### src/rtl/evtcnt_pkg.sv
package evtcnt_pkg;

    localparam int CNT_W_DEF  = 8;
    localparam int SYNC_N_DEF = 2;

    typedef enum logic [1:0] {
        MODE_OFF = 2'd0,
        MODE_INT = 2'd1,
        MODE_EVT = 2'd2
    } cnt_mode_e;

    function automatic cnt_mode_e decode_mode(input logic en, input logic ext);
        if (!en)     return MODE_OFF;
        else if (ext) return MODE_EVT;
        else         return MODE_INT;
    endfunction

    typedef struct packed {
        logic step;
        logic load;
        logic clr;
    } core_ctl_t;

endpackage

### src/rtl/evtcnt_edge.sv
module evtcnt_edge #(
    parameter int STAGES = 2
) (
    input  logic clk,
    input  logic rst,
    input  logic pin_async,
    output logic fall
);
    logic [STAGES-1:0] chain;
    logic              prev;

    genvar gi;
    generate
        for (gi = 0; gi < STAGES; gi++) begin : g_sync
            if (gi == 0) begin : g_first
                always_ff @(posedge clk) begin
                    if (rst) chain[0] <= 1'b1;
                    else     chain[0] <= pin_async;
                end
            end else begin : g_next
                always_ff @(posedge clk) begin
                    if (rst) chain[gi] <= 1'b1;
                    else     chain[gi] <= chain[gi-1];
                end
            end
        end
    endgenerate

    always_ff @(posedge clk) begin
        if (rst) prev <= 1'b1;
        else     prev <= chain[STAGES-1];
    end

    assign fall = prev & ~chain[STAGES-1];

    // one count per edge
    p_single_fall_r10: assert property (@(posedge clk) disable iff (rst)
        fall |=> !fall);

endmodule

### src/rtl/evtcnt_core.sv
module evtcnt_core
    import evtcnt_pkg::*;
#(
    parameter int WIDTH = CNT_W_DEF
) (
    input  logic             clk,
    input  logic             rst,
    input  core_ctl_t        ctl,
    input  logic [WIDTH-1:0] reload,
    output logic [WIDTH-1:0] count,
    output logic             flag
);
    localparam logic [WIDTH-1:0] TOP_VAL = {WIDTH{1'b1}};

    logic at_top;
    logic wrap;

    assign at_top = (count == TOP_VAL);
    assign wrap   = ctl.step && !ctl.load && at_top;

    always_ff @(posedge clk) begin
        if (rst) begin
            count <= '0;
        end else if (ctl.load || wrap) begin
            count <= reload;
        end else if (ctl.step) begin
            count <= count + 1'b1;
        end
    end

    always_ff @(posedge clk) begin
        if (rst)           flag <= 1'b0;
        else if (wrap)     flag <= 1'b1;
        else if (ctl.clr)  flag <= 1'b0;
    end

    p_step_r2: assert property (@(posedge clk) disable iff (rst)
        (ctl.step && !ctl.load && !at_top) |=> count == WIDTH'($past(count) + 1'b1));

    p_wrap_r3: assert property (@(posedge clk) disable iff (rst)
        (ctl.step && !ctl.load && at_top) |=> (count == $past(reload)) && flag);

    p_sticky_r4: assert property (@(posedge clk) disable iff (rst)
        (flag && !ctl.clr) |=> flag);

    p_set_wins_r5: assert property (@(posedge clk) disable iff (rst)
        (wrap && ctl.clr) |=> flag);

    p_preload_r6: assert property (@(posedge clk) disable iff (rst)
        ctl.load |=> count == $past(reload));

    p_hold_r7: assert property (@(posedge clk) disable iff (rst)
        (!ctl.step && !ctl.load) |=> $stable(count));

endmodule

### src/rtl/evtcnt_top.sv
module evtcnt_top
    import evtcnt_pkg::*;
#(
    parameter int WIDTH  = CNT_W_DEF,
    parameter int SYNC_N = SYNC_N_DEF
) (
    input  logic             clk,
    input  logic             rst,
    input  logic             pin_raw,
    input  logic             cnt_en,
    input  logic             src_ext,
    input  logic [WIDTH-1:0] reload_val,
    input  logic             flag_clr,
    input  logic             gpio_wake_in,
    input  logic             gpio_irq_in,
    output logic [WIDTH-1:0] count,
    output logic             ovf_flag,
    output logic             wake_req,
    output logic             pin_irq
);
    cnt_mode_e mode;
    logic      fall;
    logic      en_q;
    core_ctl_t ctl;

    assign mode = decode_mode(cnt_en, src_ext);

    always_ff @(posedge clk) begin
        if (rst) en_q <= 1'b0;
        else     en_q <= cnt_en;
    end

    evtcnt_edge #(.STAGES(SYNC_N)) u_edge (
        .clk       (clk),
        .rst       (rst),
        .pin_async (pin_raw),
        .fall      (fall)
    );

    always_comb begin
        ctl.load = cnt_en && !en_q;
        ctl.step = (mode == MODE_EVT) && fall;
        ctl.clr  = flag_clr;
    end

    evtcnt_core #(.WIDTH(WIDTH)) u_core (
        .clk    (clk),
        .rst    (rst),
        .ctl    (ctl),
        .reload (reload_val),
        .count  (count),
        .flag   (ovf_flag)
    );

    assign wake_req = (mode == MODE_EVT) ? 1'b0 : gpio_wake_in;
    assign pin_irq  = (mode == MODE_EVT) ? 1'b0 : gpio_irq_in;

    p_wake_mask_r8: assert property (@(posedge clk) disable iff (rst)
        (cnt_en && src_ext) |-> !wake_req);

    p_irq_mask_r9: assert property (@(posedge clk) disable iff (rst)
        (cnt_en && src_ext) |-> !pin_irq);

    p_reset_r1: assert property (@(posedge clk)
        $past(rst) |-> (count == '0) && !ovf_flag);

endmodule

### config.mk
export PLATFORM = sky130hd
export DESIGN_NAME = evtcnt_top
export DESIGN_NICKNAME = d
export VERILOG_FILES = /design/src/rtl/evtcnt_pkg.sv /design/src/rtl/evtcnt_edge.sv /design/src/rtl/evtcnt_core.sv /design/src/rtl/evtcnt_top.sv
export SDC_FILE = /design/constraint.sdc
export NUM_CORES = 1
export LEC_CHECK = 0
export BUFFER_PORTS_ARGS = -buffer_cell sky130_fd_sc_hd__buf_2
export CORE_MARGIN = 4
export CORE_UTILIZATION = 50
export CTS_BUF_LIST = sky130_fd_sc_hd__clkbuf_8
export DETAILED_ROUTE_END_ITERATION = 6
export HOLD_SLACK_MARGIN = 0.03
export PLACE_DENSITY = 0.92
export SYNTH_ARGS = -nofsm -noshare
export SYNTH_HDL_FRONTEND = slang
export SYNTH_SLANG_ARGS = --single-unit
### constraint.sdc
create_clock -name clk -period 3.65 [get_ports clk]
set_input_delay 0.1825 -clock clk [delete_from_list [all_inputs] [get_ports clk]]
set_output_delay 0.1825 -clock clk [all_outputs]
set_load 0.005 [all_outputs]
# --- Word-level counts from Yosys, hierarchy flattened ---
# Cells that the tools add are included.
# Widths: inputs -> output; s select.
totals:
  out_inout_bits: 11
  ff_bits: 13
  in_bits: 16
classes:
  eq_ne: 2
  bitwise: 2
  n_reduce_logical: 9
  n_mux: 8
  addsub: 1
ops:
  columns: ["cell", "n"]
  rows:
  - ["$mux 8", 2]
  - ["$add 8x1->8 const B", 1]
  - ["$eq 8x8->1 const B", 1]
  - ["$logic_and 1x1->1", 4]
  - ["$mux 1", 4]
  - ["$mux 2", 2]
  - ["$reduce_bool 2->1", 2]
  - ["$eq 2x2->1 const B", 1]
  - ["$logic_not 1->1", 2]
  - ["$and 1x1->1", 1]
  - ["$logic_or 1x1->1", 1]
  - ["$not 1->1", 1]

# --- Logic depth before layout (Yosys ltp) ---
depth:
  word_depth: 8
  depth_mapped: 5
  ltp_nobuf: 5

# --- By module ---
# Synthesis repeated with hierarchy kept, for this count alone.
unflattened:
  hier_cells: 83
  area_unflattened_um2: 730.7
by_module_without_submodules:
  columns: ["module", "seq_area_each_um2", "area_each_um2", "instances", "cells_per_inst"]
  rows:
  - ["evtcnt_core", 180.2, 586.8, 1, 70]
  - ["evtcnt_edge", 60.1, 85.1, 1, 7]
  - ["evtcnt_top", 20.0, 58.8, 1, 6]

# --- Worst setup path before layout ---
# Ideal clock, no wire load.
synth_path:
  path_type: "register -> register"
  from: "reg u_core.count[0]"
  to: "reg u_core.count[3]"
  stages_incl_launch_ff: 6
  required_ps: 3576
  arrival_ps: 1497
  n_path_buf: 0
  slack_ps: 2079
  cell_sequence: "dfxtp_1 > ha_1 > nand4_1 > o31ai_4 > or4_1 > a31oi_1"
synth_between:
  elab_chain_cells: 4
synth_lines:
  columns: ["item", "line_no", "rtl"]
  rows:
  - ["start, declared", "evtcnt_core.sv:10", "output logic [WIDTH-1:0] count,"]
  - ["start signal, assigned", "evtcnt_core.sv:25", "count <= reload;"]
  - ["start signal, assigned", "evtcnt_core.sv:27", "count <= count + 1'b1;"]
  - ["parallel branches: the longest is 4 deep, another holds $add 8x1->8", null, null]
# Several ways; the timed one is not identified. The select of a mux whose other input is x is not followed.
# A chain may end at the register's enable or synchronous reset.

# --- Final worst setup path ---
layout_path:
  from: "reg u_core.count[0]"
  to: "reg u_core.count[2]"
# Same word-level chain as after synthesis.

==> metrics.csv <==
metric;value;unit
synth_nets;98;
diodes;0;
avgViaCountPerCell;6.55;
cp_slowest_cell;o31ai_4;
initial_core_util;54.0;%
criticalPathCategory;register to register;
dieWidth;45.7;um
die_h;45.7;um
io_buffers;26;
cts.root.buffer_cell;clkbuf_8;
reg2reg_depth;5;
core-area;1320;um^2
post-place-ws;1.90;ns
min_period;1.81;ns
firstDrtPassIters;4;
wl_per_cell;15.9;um
utilization;68.1;%
routed_wirelength;1970;um
num_vias;812;
cts_tree;yes;
drc_errors;0;
cts_setup_buffers;0;
fp-row-count;13;
power_density;379;nW/um^2
antenna_left;0;
dpl.cell_count;120;
required;3.80;ns
cp.arrival;1.95;ns
crit_fanout;9;
hpwl;1410;um
cts_buffer_depth;2;
grt_overflow;0;
h-tree-depth;1;
fmax;553;MHz
areaGrowthSynthToFinish;26.0;%
yosysUniqueCellTypes;35;
cts_buffers;3;
ir_drop;0.235;mV
synth_area;712;um^2
dieArea;2090;um^2
hold_class;input pin to register;
clock-sinks;13;
fin_nets;127;
synth-seq-cells;13;
clock_skew;0.00282;ns
clk_pin_slew_worst_paths;0.05;ns
hold_viol;0;
top_level_ports;27;
tns;0;ns
drv_slew;0;
setup_ws;1.84;ns
grt_pass1_vias;764;
critPathLaunchType;register;
slew_headroom;70.8;%
r2r_end;u_core.count[2];
p_total;0.340;mW
slowest_delay;0.45;ns
cap_violations;0;
path_cells;ha_1, nand4_1, o31ai_4, a21oi_1, o31ai_1;
instances_no_fill;124;
layout-drive-gt1-share;33.0;%
antenna_found_initial;0;
power_leakage;0.381;nW
rrSetupSlack;1.84;ns
hp-start;pin_raw;
drtIter0Drc;42;
cts_resized;0;
synth_seq_area_share;36.6;%
setup_viol;0;
max_slew.worst_pin.slew;0.438;ns
rsz0062_at_grt;no;
gp_congestion;0.824;
cp_num_buf_inv;0;
synth_cells;81;
end_kind;register;
syn-mean-instance-area;8.79;um^2
clock_latency;0.24;ns
hold_buffers;0;
status;complete, no violations;
grt_pass1_wl;3240;um
min_to;u_edge.chain[0];
cp_top_family;compound AO/OA/AOI/OAI gates;
grt_use_total;21.7;%
reg2reg_from;u_core.count[0];
yosys_warnings;0;
post-route-period-util;49.5;%
hold_path_depth;2;
grt_start_max_net_pins;11;
==> registers in the layout, indices dropped and copies added (netlist names) <==
name	flops
en_q	1
u_core.count	8
u_core.flag	1
u_edge.chain	2
u_edge.prev	1
==> stage by stage <==
step,cell area [um^2],hold slack [ns]
CTS,897,0.121
detailed placement,852,0.371
global placement,852,0.368
finish,897,0.124
floorplan,712,0.286
global route,897,0.123
==> cells in the mapped netlist <==
master     n  area [um^2]
dfxtp_1   13          260
xor2_1     1         8.76
nand3_1    4         20.0
o31ai_4    1         21.3
and3_1     1         6.26
a22oi_1    2         15.0
or2_2      3         18.8
or3_1      2         12.5
nor3_1     4         20.0
a21o_1     1         7.51
nor3b_1    1         7.51
a21boi_0   2         15.0
nand2_1    5         18.8
or4_1      2         15.0
mux2i_1    1         10.0
o31ai_1    1         7.51
nor2b_1    2         12.5
clkbuf_1   1         3.75
o21a_1     3         22.5
a31oi_1    4         25.0
a211oi_1   1         7.51
nor2_1     2         7.51
ha_1       1         12.5
and3b_1    1         8.76
nand4_2    1         12.5
clkbuf_2   1         5.00
nand4b_2   1         15.0
o221ai_1   2         17.5
nand4_1    3         18.8
nand2b_1   2         12.5
a21oi_1    4         20.0
o21ai_2    1         8.76
o21ai_0    3         15.0
inv_1      2         7.51
o211ai_1   2         15.0
==> area by class of cell <==
cell class / instances / area, um^2
multi-input cells: 64 / 435
fillers: 110 / 420
flip-flops and latches: 13 / 260
repair buffers: 26 / 130
clock buffers: 3 / 41.3
well taps: 15 / 18.8
inverters: 2 / 7.51
clock inverters: 1 / 3.75
==> layer usage <==
metal	part of all wire [%]	vias to the layer above	wire length [um]	track usage, %
met5	0	-	0	0
met4	3.5	0	70	14.2
met3	9.1	13	179	4.35
met2	47	53	926	34.5
met1	40	376	796	26.1
li1	-	370	-	-
==> placed cells by master, fill, tap and decap left out <==
| cell | count |
|---|---|
| a21boi_0 | 2 |
| and3b_1 | 1 |
| nand4_2 | 1 |
| clkbuf_8 | 3 |
| nand2b_1 | 2 |
| o21ai_0 | 3 |
| o31ai_1 | 1 |
| nand3_1 | 4 |
| or4_1 | 2 |
| inv_1 | 3 |
| a211oi_1 | 1 |
| a21o_1 | 1 |
| mux2i_1 | 1 |
| o21a_1 | 3 |
| ha_1 | 1 |
| nand4_1 | 3 |
| o211ai_1 | 2 |
| o31ai_4 | 1 |
| nor3b_1 | 1 |
| a31oi_1 | 4 |
| nor2_1 | 2 |
| or2_2 | 3 |
| a22oi_1 | 2 |
| or3_1 | 2 |
| xor2_1 | 1 |
| nand4b_2 | 1 |
| nor3_1 | 4 |
| o221ai_1 | 2 |
| nand2_1 | 5 |
| dfxtp_1 | 13 |
| a21oi_1 | 4 |
| o21ai_2 | 1 |
| buf_2 | 26 |
| and3_1 | 1 |
| nor2b_1 | 2 |
==> worst max-delay path by stage <==
stage	start	end	cells after the start
3_3_place_gp	u_core.count[0]	u_core.count[4]	5
2_1_floorplan	u_core.count[0]	u_core.count[3]	5
4_1_cts	u_core.count[0]	u_core.count[2]	5
5_1_grt	u_core.count[0]	u_core.count[2]	5
6_report	u_core.count[0]	u_core.count[2]	5
3_5_place_dp	u_core.count[0]	u_core.count[2]	5
==> power breakdown <==
part / internal [mW] / leakage, nW / switching (mW)
clock: 0.0742 / 0.0269 / 0.0499
sequential: 0.151 / 0.107 / 0.0116
combinational: 0.0255 / 0.247 / 0.0279
total: 0.251 / 0.381 / 0.0894
==> cell families after synthesis <==
logic type      Yosys count  synth area share (%)
simple gates             34                  29.0
compound gates           27                  27.8
flops                    13                  36.6
buf+inv                   4                  2.28
xor+xnor                  1                  1.23
mux                       1                  1.41
fa+ha+maj                 1                  1.76
Note: power is estimated with default switching activity, not from simulation.
